<file path="src/rtl/ialu_pkg.sv">
// Package: operation codes and widths shared by the integer ALU blocks.
package ialu_pkg;
    localparam int DATA_W = 32;
    localparam int IMM_W  = 16;
    localparam int OP_W   = 4;
    localparam int CR_W   = 4;

    typedef enum logic [OP_W-1:0] {
        OP_ADDI   = 4'd0,
        OP_ADDIS  = 4'd1,
        OP_ADDIC  = 4'd2,
        OP_ADDC   = 4'd3,
        OP_ADDME  = 4'd4,
        OP_ORIS   = 4'd5,
        OP_ANDIS  = 4'd6,
        OP_MULLI  = 4'd7,
        OP_MULHW  = 4'd8,
        OP_MULHWU = 4'd9,
        OP_EXTSH  = 4'd10,
        OP_ORC    = 4'd11,
        OP_NEG    = 4'd12,
        OP_ADD    = 4'd13
    } alu_op_e;
endpackage

</file>
<file path="src/rtl/ialu_operands.sv">
// Module: forms the immediate variants and the first operand.
// Assumes IMM_W <= W. The zero substitution of the first operand is
// applied only for the two add-immediate forms.
module ialu_operands #(
    parameter int W     = 32,
    parameter int IMM_W = 16
) (
    input  logic [3:0]       op,
    input  logic [W-1:0]     src_a,
    input  logic [IMM_W-1:0] imm,
    input  logic             ra_is_zero,
    output logic [W-1:0]     opa,
    output logic [W-1:0]     imm_sext,
    output logic [W-1:0]     imm_shift
);
    import ialu_pkg::*;
    localparam int PAD_W = W - IMM_W;

    // Immediate forms: sign-extended low, and placed at the top with zeros below.
    always_comb begin
        imm_sext  = {{PAD_W{imm[IMM_W-1]}}, imm};
        imm_shift = {imm, {PAD_W{1'b0}}};
    end

    // First operand: literal zero for add-immediate forms with index zero.
    always_comb begin
        if (ra_is_zero && (op == OP_ADDI || op == OP_ADDIS))
            opa = '0;
        else
            opa = src_a;
    end
endmodule

</file>
<file path="src/rtl/ialu_arith.sv">
// Module: adders, negate and multipliers with carry generation.
// Assumes the caller passes the already-selected first operand.
// Carry write is flagged only for the three carry-producing ops.
module ialu_arith #(
    parameter int W = 32
) (
    input  logic [3:0]   op,
    input  logic [W-1:0] opa,
    input  logic [W-1:0] src_b,
    input  logic [W-1:0] imm_sext,
    input  logic [W-1:0] imm_shift,
    input  logic         ca_in,
    output logic [W-1:0] res,
    output logic         hit,
    output logic         carry,
    output logic         carry_we
);
    import ialu_pkg::*;
    localparam int PW = 2 * W + 2;

    logic [W-1:0]  addend;
    logic [W:0]    sum;
    logic [W:0]    sum_me;
    logic          mul_signed;
    logic [W:0]    ext_a;
    logic [W:0]    ext_b;
    logic [PW-1:0] prod;
    logic [W-1:0]  prod_lo;

    // Second addend chosen by op for the shared adder.
    always_comb begin
        case (op)
            OP_ADDI, OP_ADDIC: addend = imm_sext;
            OP_ADDIS:          addend = imm_shift;
            default:           addend = src_b;
        endcase
    end

    // Shared adder and the minus-one-extended adder.
    always_comb begin
        sum    = {1'b0, opa} + {1'b0, addend};
        sum_me = {1'b0, opa} + {1'b0, {W{1'b1}}} + {{W{1'b0}}, ca_in};
    end

    // One extended multiplier serves both signed and unsigned high products.
    always_comb begin
        mul_signed = (op == OP_MULHW);
        ext_a      = {mul_signed & opa[W-1], opa};
        ext_b      = {mul_signed & src_b[W-1], src_b};
        prod       = PW'($signed({{(W+1){ext_a[W]}}, ext_a}) *
                         $signed({{(W+1){ext_b[W]}}, ext_b}));
        prod_lo    = opa * imm_sext;
    end

    // Result, carry and hit selection.
    always_comb begin
        res      = '0;
        hit      = 1'b1;
        carry    = 1'b0;
        carry_we = 1'b0;
        case (op)
            OP_ADDI, OP_ADDIS, OP_ADD: res = sum[W-1:0];
            OP_ADDIC, OP_ADDC: begin
                res      = sum[W-1:0];
                carry    = sum[W];
                carry_we = 1'b1;
            end
            OP_ADDME: begin
                res      = sum_me[W-1:0];
                carry    = sum_me[W];
                carry_we = 1'b1;
            end
            OP_MULLI:          res = prod_lo;
            OP_MULHW, OP_MULHWU: res = prod[2*W-1:W];
            OP_NEG:            res = ~opa + 1'b1;
            default:           hit = 1'b0;
        endcase
    end
endmodule

</file>
<file path="src/rtl/ialu_logic.sv">
// Module: bitwise ops with the shifted immediate, OR-complement and halfword sign extension.
// Assumes W >= 16.
module ialu_logic #(
    parameter int W = 32
) (
    input  logic [3:0]   op,
    input  logic [W-1:0] src_a,
    input  logic [W-1:0] src_b,
    input  logic [W-1:0] imm_shift,
    output logic [W-1:0] res,
    output logic         hit
);
    import ialu_pkg::*;
    localparam int HW = 16;

    // Logic result selection.
    always_comb begin
        res = '0;
        hit = 1'b1;
        case (op)
            OP_ORIS:  res = src_a | imm_shift;
            OP_ANDIS: res = src_a & imm_shift;
            OP_ORC:   res = src_a | ~src_b;
            OP_EXTSH: res = {{(W-HW){src_a[HW-1]}}, src_a[HW-1:0]};
            default:  hit = 1'b0;
        endcase
    end
endmodule

</file>
<file path="src/rtl/ialu_cr0.sv">
// Module: derives the {LT,GT,EQ,SO} nibble from a result.
// Assumes the result is read as two's complement.
module ialu_cr0 #(
    parameter int W = 32
) (
    input  logic [W-1:0] res,
    input  logic         so_in,
    output logic [3:0]   nib
);
    // Sign and zero classification.
    always_comb begin
        nib[3] = res[W-1];
        nib[1] = (res == '0);
        nib[2] = !res[W-1] && (res != '0);
        nib[0] = so_in;
    end
endmodule

</file>
<file path="src/rtl/ialu_top.sv">
// Module: top of the integer ALU; selects the unit result and registers outputs.
// Assumes one request per cycle with no back-pressure; latency is one cycle.
module ialu_top #(
    parameter int W     = ialu_pkg::DATA_W,
    parameter int IMM_W = ialu_pkg::IMM_W
) (
    input  logic             clk,
    input  logic             rst_n,
    input  logic             in_valid,
    input  logic [3:0]       op,
    input  logic [W-1:0]     src_a,
    input  logic [W-1:0]     src_b,
    input  logic [IMM_W-1:0] imm,
    input  logic             ra_is_zero,
    input  logic             ca_in,
    input  logic             so_in,
    input  logic             rec,
    output logic             out_valid,
    output logic [W-1:0]     result,
    output logic             ca_out,
    output logic             cr0_valid,
    output logic [3:0]       cr0
);
    import ialu_pkg::*;

    logic [W-1:0] opa, imm_sext, imm_shift;
    logic [W-1:0] ar_res, lg_res, nx_res;
    logic         ar_hit, lg_hit, ar_c, ar_cwe;
    logic [3:0]   nx_nib;
    logic         nx_upd;

    ialu_operands #(.W(W), .IMM_W(IMM_W)) u_opnd (
        .op(op), .src_a(src_a), .imm(imm), .ra_is_zero(ra_is_zero),
        .opa(opa), .imm_sext(imm_sext), .imm_shift(imm_shift)
    );

    ialu_arith #(.W(W)) u_arith (
        .op(op), .opa(opa), .src_b(src_b), .imm_sext(imm_sext),
        .imm_shift(imm_shift), .ca_in(ca_in), .res(ar_res), .hit(ar_hit),
        .carry(ar_c), .carry_we(ar_cwe)
    );

    ialu_logic #(.W(W)) u_logic (
        .op(op), .src_a(src_a), .src_b(src_b), .imm_shift(imm_shift),
        .res(lg_res), .hit(lg_hit)
    );

    // Merge unit results; unknown codes give zero.
    always_comb begin
        if (ar_hit)      nx_res = ar_res;
        else if (lg_hit) nx_res = lg_res;
        else             nx_res = '0;
        nx_upd = rec || (op == OP_ANDIS);
    end

    ialu_cr0 #(.W(W)) u_cr0 (.res(nx_res), .so_in(so_in), .nib(nx_nib));

    // Output register with synchronous active-low reset.
    always_ff @(posedge clk) begin
        if (!rst_n) begin
            out_valid <= 1'b0;
            result    <= '0;
            ca_out    <= 1'b0;
            cr0_valid <= 1'b0;
            cr0       <= '0;
        end else begin
            out_valid <= in_valid;
            cr0_valid <= in_valid && nx_upd;
            if (in_valid) begin
                result <= nx_res;
                ca_out <= ar_cwe ? ar_c : ca_in;
                cr0    <= nx_upd ? nx_nib : 4'h0;
            end
        end
    end
endmodule

</file>
<file path="config.mk">
export PLATFORM = sky130hd
export DESIGN_NAME = ialu_top
export DESIGN_NICKNAME = d
export VERILOG_FILES = /design/src/rtl/ialu_pkg.sv /design/src/rtl/ialu_operands.sv /design/src/rtl/ialu_arith.sv /design/src/rtl/ialu_logic.sv /design/src/rtl/ialu_cr0.sv /design/src/rtl/ialu_top.sv
export SDC_FILE = /design/constraint.sdc
export NUM_CORES = 2
export LEC_CHECK = 0
export ABC_AREA = 1
export CORE_MARGIN = 2
export CORE_UTILIZATION = 55
export CTS_CLUSTER_SIZE = 20
export DETAILED_ROUTE_END_ITERATION = 6
export PLACE_DENSITY = 0.82
export SLEW_MARGIN = 30
export SYNTH_ARGS = -nofsm -noshare
export SYNTH_HDL_FRONTEND = slang
export SYNTH_SLANG_ARGS = --single-unit
export TNS_END_PERCENT = 10
</file>
<file path="constraint.sdc">
create_clock -name clk -period 13.8 [get_ports clk]
set_input_delay 3.45 -clock clk [delete_from_list [all_inputs] [get_ports clk]]
set_output_delay 3.45 -clock clk [all_outputs]
set_load 0.05 [all_outputs]
</file>
==> run summary <==
Mapped Cells: 7,371
busiest layer in global routing: met2
most used cell along the critical path: fa_1
Worst Setup SP: op[3]
final worst path period share: 96.7%
CP max-delay cell: inv_1
drt first-iter violations: 6,408
total CTS buffers: 5
share of cells above drive strength 1: 4.71%
Synth top area share: 50.5%
CP peak stage delay: 0.65 ns
row cnt: 117
Worst Reg-to-Reg Cells: 2
Period minus WS final: 13.35 ns
DR vias: 52,450
Post-synth ARST share: 0%
GPL Wtd Cong: 1.12
worst skew pair latency: 0.28 ns
Crit Path Class: in2reg
routed wire length: 237,000 µm
placed insts: 8,776
Tot GR Track Use: 45.5%
Die X: 325 µm
failing checks: design-rule violations
status: finished with violations
Final #Nets: 9,269
first-pass GRT wire length: 350,000 µm
Post-CTS Setup Bufs: 0
flops & latches, synth: 39
DR vias/cell: 5.97
vias in the first global route: 55,121
RSZ-0062 raised after global routing: false
Worst slew margin: 26.6%
crit path capture: cr0[2]$_SDFFE_PN0P_
# clock sinks: 39
crit path capture type: flop
core area: 102,000 µm²
non-filler cells, final: 8,792
met3 Use GR: 13.0%
Area Growth Syn to Fin: 6.76%
Initial Util: 55.6%
hold_buf cts: 0
post-route DRC violation count: 2
Setup Skew: 0 ns
CP Launch Type: primary input
clock-pin slew on the worst setup and hold paths: 0.06 ns
Max Clk Rate: 74.9 MHz
final setup violation count: 0
Chip Height: 325 µm
Post-synth EDFFs: 0
pre-CTS WS: 0.402 ns
Final TNS setup: 0 ns
Min-Delay Path Class: reg2reg
post-synth cell types: 55
IO Pins: 130
Primary FF master, synth: dfxtp_1
number of max-cap violations: 0
dpl hpwl: 193,000 µm
clock tree from TritonCTS: yes
Slew Limit Fails: 0
Worst Slack Setup Final: 0.454 ns
Worst Hold Launch: result[12]$_SDFFE_PN0P_
Hold WS: 0.474 ns
Critical Path AT: 13.52 ns
number of buffers added on ports: 129
RR Endpoint: result[3]$_SDFFE_PN0P_
DR WL/cell: 27.0 µm
largest net degree at the start of global routing: 38
YS warnings: 0
Worst EP required: 13.97 ns
Crit Reg-Reg Startpoint: result[3]$_SDFFE_PN0P_
Max clock buf depth: 2
Global Route met1 Usage: 57.1%
WHS Path Cells: 2
total grt overflow: 0
Post-Syn Area per Cell: 7.68 µm²
# resized after CTS: 0
DRT Pass-1 Iters: 7
sequential cell area fraction in the yosys report: 1.38%
met2 Usage GRT: 67.4%
H-Tree Depth: 2
initial antenna violation count: 17
Hold Vio Cnt, Final: 0
CP max FO: 17
largest cells by area after synthesis: fa_1 51%, inv_1 12%, nand2_1 9.1%, ha_1 7.4%, nor2_1 6.7%
worst slew pin tran: 1.10 ns
Reg2Reg Setup Slack: 13.10 ns
Final ANT Viol Nets: 0
Die ar.: 106,000 µm²
post-synth top area cell: fa_1
CTS root buffer: clkbuf_16
Mapped Nets: 9,225
Post-Syn Area: 56,600 µm²
-- cell usage in the layout (no fill, tap or decap), types with 7 or more instances in the layout --
cell and count:
buf_12 7, nand3_1 245, dfxtp_1 39, inv_1 1765
a221oi_1 7, nand2_1 1373, nand4_1 39, o22ai_1 24
inv_2 16, or2_2 11, nor4_1 8, fa_1 1429
clkinv_1 23, o21ai_0 213, ha_1 334, nor2_4 13
nand2_2 9, nor2_1 995, nor2_2 29, clkdlybuf4s50_1 123
o21bai_1 12, a31oi_1 9, xor2_1 17, nor3_1 33
diode_2 8, xnor2_1 17, a211oi_1 20, buf_4 231
a21o_1 17, a21oi_1 243, nand3b_1 27, o211ai_1 10
-- cell type report --
cell class / count / area [µm²]
multi-input combinational: 5197 / 47900
fill: 9171 / 41400
inverter: 1805 / 6780
timing repair buffer: 367 / 3140
tap: 1368 / 1710
sequential: 39 / 781
clock buffer: 6 / 139
clock inverter: 2 / 35.0
antenna: 8 / 20.0
-- kinds of logic (layout without fill, tap and decap cells) --
logic type      count (synthesis)  after routing  share of synthesized area, %
compound gates                603            603                          5.95
xor+xnor                       34             34                         0.526
fa+ha+maj                    1763           1763                          57.9
buf+inv                      2135           2180                          14.3
flops                          39             39                          1.38
other cells                     0              8                             0
simple gates                 2797           2797                          20.0
-- sequential cells by signal (all words and copies together) (netlist names) --
name,flops
out_valid,1
ca_out,1
cr0_valid,1
cr0,4
result,32
-- layer usage --
layer  share of wire, %  vias up
met4                 10        6
met2                 42     3845
li1                   -    21639
met3                 13     1056
met1                 35    25904
met5              0.017        -
-- cell usage after synthesis (all sizes together), types with 6 or more instances --
library cell  instances
a21o                 17
o21a                  6
fa                 1429
o22ai                24
dfxtp                39
nor3                 34
nand2              1391
o21ai               225
nor2               1037
inv                1784
a21boi                6
o21bai               12
a211oi               20
clkinv               21
ha                  334
clkbuf              274
nand3               245
o211ai               10
nand3b               27
buf                  56
a21oi               243
xor2                 17
or2                  11
a31oi                 9
nand4                39
a221oi                7
xnor2                17
nor4                  8
-- worst max-delay path, delay by kind of cell --
kind	cells	cell delay (ns)
fa+ha+maj	9	4.43
buf+inv	11	2.41
simple gates	11	1.66
compound gates	7	1.55
-- worst min path at each step --
stage,endpoint
floorplan,cr0[1]$_SDFFE_PN0P_
global placement,result[7]$_SDFFE_PN0P_
detailed placement,result[12]$_SDFFE_PN0P_
CTS,result[12]$_SDFFE_PN0P_
global route,result[31]$_SDFFE_PN0P_
finish,result[12]$_SDFFE_PN0P_
-- per-stage QoR --
step | area (µm²) | utilization (%)
4_1_cts | 60400 | 59.3
5_1_grt | 60500 | 59.3
6_report | 60500 | 59.3
3_5_place_dp | 60300 | 59.2
3_3_place_gp | 60300 | 59.2
2_1_floorplan | 56600 | -
Power is not shown: default switching activity piles up to over one toggle a cycle in this logic, so the estimate is an artifact.
